[config.mk]
export PLATFORM = sky130hd
export DESIGN_NAME = spi_irq_ctrl
export DESIGN_NICKNAME = d
export VERILOG_FILES = /design/src/rtl/spi_irq_pkg.sv /design/src/rtl/spi_irq_en_router.sv /design/src/rtl/spi_irq_raw_bank.sv /design/src/rtl/spi_irq_ctrl.sv
export SDC_FILE = /design/constraint.sdc
export NUM_CORES = 1
export LEC_CHECK = 0
export BUFFER_PORTS_ARGS = -buffer_cell sky130_fd_sc_hd__buf_2
export CORE_AREA = 8 8 45 47
export CTS_BUF_LIST = sky130_fd_sc_hd__clkbuf_4
export CTS_CLUSTER_DIAMETER = 40
export DETAILED_ROUTE_END_ITERATION = 10
export DIE_AREA = 0 0 53 55
export GPL_TIMING_DRIVEN = 0
export PLACE_DENSITY = 0.69
export SETUP_SLACK_MARGIN = 0.4
export SYNTH_ARGS = -nofsm -noshare
export SYNTH_HDL_FRONTEND = slang
export SYNTH_SLANG_ARGS = --single-unit
[constraint.sdc]
create_clock -name clk -period 0.94 [get_ports clk]
set_input_delay 0.047 -clock clk [delete_from_list [all_inputs] [get_ports clk]]
set_output_delay 0.047 -clock clk [all_outputs]
set_load 0.005 [all_outputs]
[src/rtl/spi_irq_pkg.sv]
package spi_irq_pkg;

    localparam int NUM_SRC    = 3;
    localparam int SRC_TXDONE = 0;
    localparam int SRC_RXRDY  = 1;
    localparam int SRC_OVF    = 2;

    // Control-register bit positions of the enables.
    localparam int EN_POS_TXDONE = 5;
    localparam int EN_POS_RXRDY  = 4;
    localparam int EN_POS_OVF    = 6;

    // Enable bit position for a given raw-status source index.
    function automatic int en_pos(input int src);
        case (src)
            SRC_TXDONE: en_pos = EN_POS_TXDONE;
            SRC_RXRDY:  en_pos = EN_POS_RXRDY;
            default:    en_pos = EN_POS_OVF;
        endcase
    endfunction

    typedef struct packed {
        logic [NUM_SRC-1:0] en;
        logic               irq;
    } ctl_state_t;

endpackage

[src/rtl/spi_irq_en_router.sv]
module spi_irq_en_router
    import spi_irq_pkg::*;
#(
    parameter int DATA_W = 32
) (
    input  logic [DATA_W-1:0]  wdata,
    output logic [NUM_SRC-1:0] en_o
);

    logic unused_wdata;
    assign unused_wdata = ^wdata;

    for (genvar i = 0; i < NUM_SRC; i++) begin : g_route
        assign en_o[i] = wdata[en_pos(i)];
    end

endmodule

[src/rtl/spi_irq_raw_bank.sv]
module spi_irq_raw_bank
    import spi_irq_pkg::*;
(
    input  logic               clk,
    input  logic               rst_n,
    input  logic [NUM_SRC-1:0] set_i,
    input  logic [NUM_SRC-1:0] clr_i,
    output logic [NUM_SRC-1:0] raw_o
);

    logic [NUM_SRC-1:0] raw_d, raw_q;

    always_comb begin
        raw_d = raw_q;
        for (int i = 0; i < NUM_SRC; i++) begin
            if (set_i[i]) begin
                raw_d[i] = 1'b1;
            end else if (clr_i[i]) begin
                raw_d[i] = 1'b0;
            end
        end
    end

    always_ff @(posedge clk) begin
        if (!rst_n) begin
            raw_q <= '0;
        end else begin
            raw_q <= raw_d;
        end
    end

    assign raw_o = raw_q;

    for (genvar i = 0; i < NUM_SRC; i++) begin : g_chk
        // a set pulse always lands, even against a clear
        p_set_lands_r1: assert property (@(posedge clk) disable iff (!rst_n)
            set_i[i] |=> raw_o[i]);
        // a clear without a set drops the bit
        p_clear_drops_r4: assert property (@(posedge clk) disable iff (!rst_n)
            (clr_i[i] && !set_i[i]) |=> !raw_o[i]);
        // with no set and no clear the bit holds
        p_bit_holds_r5: assert property (@(posedge clk) disable iff (!rst_n)
            (!clr_i[i] && !set_i[i]) |=> $stable(raw_o[i]));
    end

endmodule

[src/rtl/spi_irq_ctrl.sv]
module spi_irq_ctrl
    import spi_irq_pkg::*;
#(
    parameter int DATA_W    = 32,
    parameter int ADDR_W    = 4,
    parameter int ADR_CTRL  = 0,
    parameter int ADR_ICLR  = 3
) (
    input  logic               clk,
    input  logic               rst_n,
    input  logic [2:0]         ev_set_i,
    input  logic               wr_en_i,
    input  logic [ADDR_W-1:0]  wr_addr_i,
    input  logic [DATA_W-1:0]  wr_data_i,
    output logic [2:0]         raw_stat_o,
    output logic [2:0]         masked_stat_o,
    output logic               irq_o
);

    localparam logic [ADDR_W-1:0] A_CTRL = ADDR_W'(ADR_CTRL);
    localparam logic [ADDR_W-1:0] A_ICLR = ADDR_W'(ADR_ICLR);

    ctl_state_t         st_d, st_q;
    logic [NUM_SRC-1:0] routed_en;
    logic [NUM_SRC-1:0] clr_bits;
    logic [NUM_SRC-1:0] raw_q;
    logic [NUM_SRC-1:0] masked;

    spi_irq_en_router #(.DATA_W(DATA_W)) u_router (
        .wdata (wr_data_i),
        .en_o  (routed_en)
    );

    assign clr_bits = (wr_en_i && wr_addr_i == A_ICLR) ? wr_data_i[NUM_SRC-1:0] : '0;

    spi_irq_raw_bank u_raw (
        .clk   (clk),
        .rst_n (rst_n),
        .set_i (ev_set_i),
        .clr_i (clr_bits),
        .raw_o (raw_q)
    );

    assign masked = raw_q & st_q.en;

    always_comb begin
        st_d     = st_q;
        st_d.irq = |masked;
        if (wr_en_i && wr_addr_i == A_CTRL) begin
            st_d.en = routed_en;
        end
    end

    always_ff @(posedge clk) begin
        if (!rst_n) begin
            st_q <= '0;
        end else begin
            st_q <= st_d;
        end
    end

    assign raw_stat_o    = raw_q;
    assign masked_stat_o = masked;
    assign irq_o         = st_q.irq;

    // interrupt follows the masked status one cycle later
    p_irq_rises_r3: assert property (@(posedge clk) disable iff (!rst_n)
        (|masked_stat_o) |=> irq_o);
    p_irq_falls_r3: assert property (@(posedge clk) disable iff (!rst_n)
        !(|masked_stat_o) |=> !irq_o);
    // enables change only through a control write
    p_en_hold_r2: assert property (@(posedge clk) disable iff (!rst_n)
        !(wr_en_i && wr_addr_i == A_CTRL) |=> $stable(st_q.en));
    // nothing is pending right after reset
    p_reset_clean_r6: assert property (@(posedge clk)
        !rst_n |=> (raw_stat_o == '0 && !irq_o));

endmodule

; After elaboration in Yosys (flattened, before gate mapping)
; Cells that the tools add are included.
[totals]
regBits = 7
output_inout_bits = 7
[classes]
n_bitwise = 1
eq_ne = 1
n_mux = 7
n_reduce_logical = 7
[ops]
columns = op, n
row1 = $mux 1, 6
row2 = $reduce_bool 2->1, 3
row3 = $eq 4x2->1 const B, 1
row4 = $logic_not 4->1, 1
row5 = $and 3x3->3, 1
row6 = $mux 3, 1
row7 = $reduce_or 3->1, 1
row8 = $logic_and 1x1->1, 2

; Longest topological paths before layout
; Gate-level depths: netlist of the first run.
[logic_depth]
ltp_word = 5
mapped_depth = 3

; Hierarchy
; From an unflattened synthesis of the first run, not the netlist that was laid out.
[unflattened]
hier_cells = 37
hier_area_um2 = 359.1
[modules_own_cells]
columns = module, n_inst, seq_area_each_um2, cells_each, area_per_inst_um2
row1 = spi_irq_ctrl, 1, 80.1, 25, 212.7
row2 = spi_irq_raw_bank, 1, 60.1, 9, 123.9
row3 = spi_irq_en_router, 1, 0.0, 3, 22.5

; Worst setup path before layout of the first run
; OpenSTA, ideal clock, no wires.
[synth_path]
kind = register -> register
start = reg u_raw.raw_q[1], in the netlist u_raw.raw_o[1]
end = reg st_q (netlist bit irq_o)
setup_slack_ns = 0.087
path_buffers = 0
stages_incl_launch_ff = 3
arrival_time_ns = 0.733
setup_time_ns = 0.120
t_required_ns = 0.820
cell_sequence = dfxtp_1 -> and2_1 -> o31a_1
[synth_via]
elab_chain_cells = 2
[synth_rtl]
columns = item, line_no
row1 = start: declaration, spi_irq_raw_bank.sv:11  ; logic [NUM_SRC-1:0] raw_d, raw_q;
row2 = start signal: assignment, spi_irq_raw_bank.sv:28  ; raw_q <= raw_d;
row3 = $and 3x3->3, spi_irq_ctrl.sv:44  ; assign masked = raw_q & st_q.en;
row4 = via masked_stat_o[1], spi_irq_ctrl.sv:16  ; output logic [2:0] masked_stat_o,
row5 = $reduce_or 3->1, spi_irq_ctrl.sv:48  ; st_d.irq = |masked;
row6 = end signal: assignment, spi_irq_ctrl.sv:58  ; st_q <= st_d;
row7 = end: declaration, spi_irq_ctrl.sv:23  ; ctl_state_t st_d, st_q;
; The timed path passes the listed nets, and every way through them passes these cells.
; A chain may end at the register's enable or synchronous reset.

; Final worst setup path of the first run
[layout_path]
start = reg u_raw.raw_q[1], in the netlist u_raw.raw_o[1]
end = out masked_stat_o[1]
[layout_via]
elab_chain_cells = 1
[layout_rtl]
columns = item, line_no
row1 = $and 3x3->3, spi_irq_ctrl.sv:44
row2 = end: declaration, spi_irq_ctrl.sv:16
; No other way between the ends.

==> out/qor.csv, run 1 <==
metric,value,unit
arrival,830,ps
synth_top_area_cell,dfxtp_1,
crit_path_top_delay_cell,dfxtp_2,
yosys.area.top_type_share,0.441,
yosys-top-cells-count,"dfxtp_1 (7), nand2_1 (7)",
cp_top_family,flip-flops,
r2r_start,u_raw.raw_o[2],
path_class,flop to output port,
vias,356,
numPortBuffers,21,
area_growth,90.9,%
syn_area_per_cell,9.63,sq um
cts_max_level,1,
dieHeight,55,um
pre_cts_ws,-102,ps
holdCritPathClass,input pin to flop,
synth_area_leaders,"dfxtp_1 (44%), nor3b_4 (12%), mux2i_1 (9.4%), nand2_1 (8.3%), nor3b_1 (7.1%)",
start_util,0.230,
first_iter_violations,1,
grtUsageTotal,0.0701,
ant_nets,0,
diodes,0,
via_per_inst,4.34,
finalCritPeriodShare,0.931,
fill_cells,144,
holdPathEnd,st_q[1],
startpoint_type,flop,
clkPwrFrac,0.396,
period_minus_slack,875,ps
crit_path_max_incr_delay,340,ps
fp.dieW,53,um
clk_pin_slew_worst_paths,60,ps
cp_num_buf_inv,1,
final_cell_count_no_fill,82,
slew_violations,0,
relSlewSlack,0.672,
die_area,2920,sq um
nets,109,
fin_total_pwr,761,uW
grt_setup_unrepaired,true,
holdBufCountCts,0,
place_hpwl,766,um
routed_wl,1010,um
remaining_drc_errors,0,
final_util,0.439,
power_density,1250,nW/um^2
syn_nets,75,
synthFlopType,dfxtp_1,
hold_depth,3,
async_flop_share,0,
grt_max_degree,11,
r2r_end,irq_o,
combPwrFrac,0.185,
io_pins,49,
num_rows,14,
grt_pass1_vias,344,
p_switching,170,uW
grt_pass1_wl,1500,um
overflow,0,
synth_edf_count,0,
fin_setup_tns,0,ps
r2r_cells,2,
drt_pre_antenna_iters,2,
critical_path_required,890,ps
synth_seq_cells,7,
fin_skew,3.93,ps
hold_viol_final,0,
numClockSinks,7,
drive_gt1_frac,0.667,
p_seq_frac,0.419,
end_kind,output port,
r2r_setup_slack,70,ps
root_buffer,clkbuf_4,
min_from,wr_data_i[5],
insertion_delay,250,ps
drv_cap,0,
core,1380,sq um
fmax,1.14,GHz
synth-warning-count,0,
p_leak,0.281,nW
cts_buffers,3,
worst_slew_pin_slew,492,ps
wire_per_inst,12.3,um
setup_viol,0,
cp_max_fo,3,
synth_cell_types,10,
syn_area,318,sq um
netlist_instances,33,
cts.path.max_buffers,2,
place_area,452,sq um
path_cells,and2_4 -> buf_6,
status,finished clean,
p_int,591,uW
irDropWorstVdd,493,uV
fin_ws,65.1,ps
stdcell_area,607,sq um
swShare,0.224,
antenna_found_initial,0,
dpl.cell_count,70,
yosysSeqAreaShare,0.441,
cts_tree,done,
holdWs,51.5,ps
finalWeightedCongestion,0.683,
## registers in the layout, summed over array words and instances, names as in the netlist
signal	flops
st_q	3
u_raw.raw_o	3
irq_o	1
## logic make-up (layout without fill, tap and decap cells)
| kind of cell | after synthesis | after routing | share of synthesized area |
|---|---|---|---|
| multiplexers | 3 | 3 | 0.0945 |
| buffers and inverters | 1 | 34 | 0.0118 |
| flip-flops | 7 | 7 | 0.441 |
| AND/OR/NAND/NOR | 15 | 15 | 0.331 |
| AO/OA/AOI/OAI | 7 | 7 | 0.122 |
## metal layers
layer	wire length [um]	track usage	vias to the layer above
met4	0	0.0259	0
li1	-	-	179
met1	320	0.0580	167
met2	583	0.125	10
met3	105	0.0535	0
met5	0	0	-
## layout by cell type, fill, tap and decap left out, drive strengths merged
master and instances:
o31a 1, dfxtp 7, nand2 7, nor3b 5, a21oi 3, and2 3, o21ai 3, buf 29
clkbuf 5, mux2i 3
## repair_timing
action | in CTS | in global routing
pin swaps | 3 | 1
endpoints found under the hold margin | 0 | 0
setup buffers | 3 | 5
gates resized for setup | 11 | 3
setup endpoints to repair | 14 | 14
## how the worst max path moves through the flow
stage / startpoint / end / depth (start not counted)
after CTS: st_q[1] / masked_stat_o[0] / 2
final: u_raw.raw_o[1] / masked_stat_o[1] / 2
after detailed placement: wr_addr_i[3] / st_q[3] / 4
after floorplan: u_raw.raw_o[2] / irq_o / 2
after global placement: wr_addr_i[3] / st_q[2] / 4
after global routing: u_raw.raw_o[1] / masked_stat_o[1] / 2
## worst register-to-register path: stages (launching register included)
cell	delay, ps
dfxtp_2	330
and2_4	140
o31a_1	290
## power by group through the flow
stage	clock network [mW]	logic (mW)	registers [mW]
global route	0.330	0.153	0.320
CTS	0.311	0.114	0.318
floorplan	0	0.0318	0.324
finish	0.302	0.141	0.318
global placement	0	0.0817	0.325
detailed placement	0	0.0839	0.325
## layout make-up
cell class	instances	area (sq um)	share of cell area
multi-input cells	25	193	0.318
repair buffers	29	216	0.357
well taps	16	20.0	0.0330
flip-flops and latches	7	144	0.237
plain buffers	1	3.75	0.00619
clock buffers	4	30.0	0.0495
No activity file was read; power rests on OpenSTA's default activity.
==> inputs of run 2 (changes only) <==
--- a/config.mk
+++ b/config.mk
@@ -5,14 +5,13 @@
 export SDC_FILE = /design/constraint.sdc
 export NUM_CORES = 1
 export LEC_CHECK = 0
-export BUFFER_PORTS_ARGS = -buffer_cell sky130_fd_sc_hd__buf_2
 export CORE_AREA = 8 8 45 47
 export CTS_BUF_LIST = sky130_fd_sc_hd__clkbuf_4
 export CTS_CLUSTER_DIAMETER = 40
 export DETAILED_ROUTE_END_ITERATION = 10
 export DIE_AREA = 0 0 53 55
+export DONT_BUFFER_PORTS = 1
 export GPL_TIMING_DRIVEN = 0
-export PLACE_DENSITY = 0.69
 export SETUP_SLACK_MARGIN = 0.4
 export SYNTH_ARGS = -nofsm -noshare
 export SYNTH_HDL_FRONTEND = slang
==> run 2 against run 1 <==
Against the previous run: the run now ends with negative hold slack left; critical endpoint is now irq_o; highest routed layer unchanged; sequential power grew 2%; register-to-register slack gained 20 ps; global-route usage shrank 0.77 points; largest cell class is now multi-input gates; cell area shrank 35%; first-iteration DRC count grew to 3.0 times the previous value; largest power group unchanged; hold slack lost 120 ps; flip-flop and latch count is the same; sequential share of layout area grew 14 points.
==> out/qor.csv, run 2 (synthesized netlist as in run 1, its figures left out) <==
metric,value,unit,change
relSlewSlack,0.725,,+0.0533
crit_path_max_incr_delay,330,ps,about the same
final_util,0.285,,-0.154
vias,261,,-27%
nets,81,,-26%
pre_cts_ws,48.3,ps,+151 ps
grt_setup_unrepaired,true,,
drt_pre_antenna_iters,4,,+2
die_area,2920,sq um,unchanged
startpoint_type,flop,,
overflow,0,,unchanged
cp_top_family,flip-flops,,
fin_skew,3.26,ps,-0.672 ps
path_cells,and2_4 -> o31a_1,,
antenna_found_initial,0,,unchanged
stdcell_area,394,sq um,-35%
holdPathEnd,st_q[1],,
setup_viol,0,,unchanged
r2r_end,irq_o,,
p_leak,0.143,nW,-49%
grtUsageTotal,0.0624,,-0.00766
ant_nets,0,,unchanged
insertion_delay,250,ps,about the same
path_class,flop to flop,,
power_density,1670,nW/um^2,+33%
dieHeight,55,um,unchanged
routed_wl,801,um,-21%
irDropWorstVdd,726,uV,+47%
cts_buffers,3,,unchanged
period_minus_slack,854,ps,-20.8 ps
grt_max_degree,11,,unchanged
cts.path.max_buffers,2,,unchanged
cts_max_level,1,,unchanged
arrival,990,ps,+160 ps
r2r_cells,2,,unchanged
cp_num_buf_inv,0,,-1
place_area,347,sq um,-23%
final_common_cell,nand2_1,,
grt_pass1_vias,306,,-11%
hold_viol_final,6,,+6
r2r_setup_slack,90,ps,+20 ps
r2r_start,u_raw.raw_o[2],,
min_from,wr_data_i[5],,
crit_path_top_delay_cell,dfxtp_2,,
finalWeightedCongestion,0.641,,-6.1%
violations,negative hold slack,,
start_util,0.230,,unchanged
worst_slew_pin_slew,412,ps,-80.0 ps
cp_max_fo,3,,unchanged
slew_violations,0,,unchanged
end_kind,flop,,
grt_pass1_wl,1270,um,-16%
wire_per_inst,14.8,um,+20%
fin_setup_tns,0,ps,unchanged
fmax,1.17,GHz,+2.4%
final_cell_count_no_fill,54,,-34%
dpl.cell_count,49,,-30%
fp.dieW,53,um,unchanged
fill_cells,163,,+13%
first_iter_violations,3,,+2
finalCritPeriodShare,0.909,,-0.0221
area_growth,24.0,%,
fin_ws,85.9,ps,+20.8 ps
status,"finished, violations left",,
drv_cap,0,,unchanged
core,1380,sq um,unchanged
remaining_drc_errors,0,,unchanged
drive_gt1_frac,0.447,,-0.219
num_rows,14,,unchanged
critical_path_required,1080,ps,+190 ps
cts_tree,done,,
diodes,0,,unchanged
io_pins,49,,unchanged
clk_pin_slew_worst_paths,50,ps,about the same
holdWs,-64.4,ps,-116 ps
root_buffer,clkbuf_4,,
via_per_inst,4.83,,+11%
numPortBuffers,0,,-100%
numClockSinks,7,,unchanged
final_cell_mix,"nand2_1 (7), dfxtp_2 (6), clkbuf_4 (4)",,
hold_depth,2,,-1
holdCritPathClass,input pin to flop,,
[run 2: worst max path at each step]
stage	start	end	slack, ps	cells past startpoint
6_report	u_raw.raw_o[2]	irq_o	90	2
3_5_place_dp	wr_addr_i[3]	st_q[3]	50	3
4_1_cts	u_raw.raw_o[2]	irq_o	80	2
5_1_grt	u_raw.raw_o[2]	irq_o	70	2
2_1_floorplan	u_raw.raw_o[2]	irq_o	110	2
3_3_place_gp	wr_addr_i[3]	st_q[2]	60	3
[run 2: through the flow]
stage	total power, mW	hold slack [ps]
2_1_floorplan	0.356	189
3_3_place_gp	0.364	196
3_5_place_dp	0.365	205
4_1_cts	0.668	-68.9
5_1_grt	0.697	-71.2
6_report	0.659	-64.4
[run 2: worst reg2reg max path, stage by stage (launching register included)]
cell	delay (ps)
dfxtp_2	330
and2_4	140
o31a_1	280
[run 2: layer usage]
layer	routed length (um)	track usage	vias to the layer above
met1	293	0.0565	121
met5	0	0	-
li1	-	-	125
met3	96	0.0321	0
met2	410	0.0977	15
met4	0	0.0647	0
[run 2: cell type report]
cell class,instances,area [sq um],share of cell area
Timing Repair Buffer,1,7.51,0.0190
Buffer,1,3.75,0.00952
Multi-Input combinational cell,25,185,0.470
Clock buffer,4,30.0,0.0762
Sequential cell,7,148,0.375
Tap cell,16,20.0,0.0508
[run 2: timing repair]
action                                  4_1_cts  5_1_grt
endpoints found under the setup margin       14       14
pin swaps                                     1        1
buffers inserted                              1        0
hold endpoints to repair                      6        4
resized for setup                             4        1
[run 2: power breakdown]
| group | internal, mW | total [mW] | switching [mW] |
|---|---|---|---|
| Clock | 0.190 | 0.296 | 0.105 |
| Sequential | 0.311 | 0.323 | 0.0116 |
| Combinational | 0.0219 | 0.0404 | 0.0185 |
| Total | 0.523 | 0.659 | 0.136 |
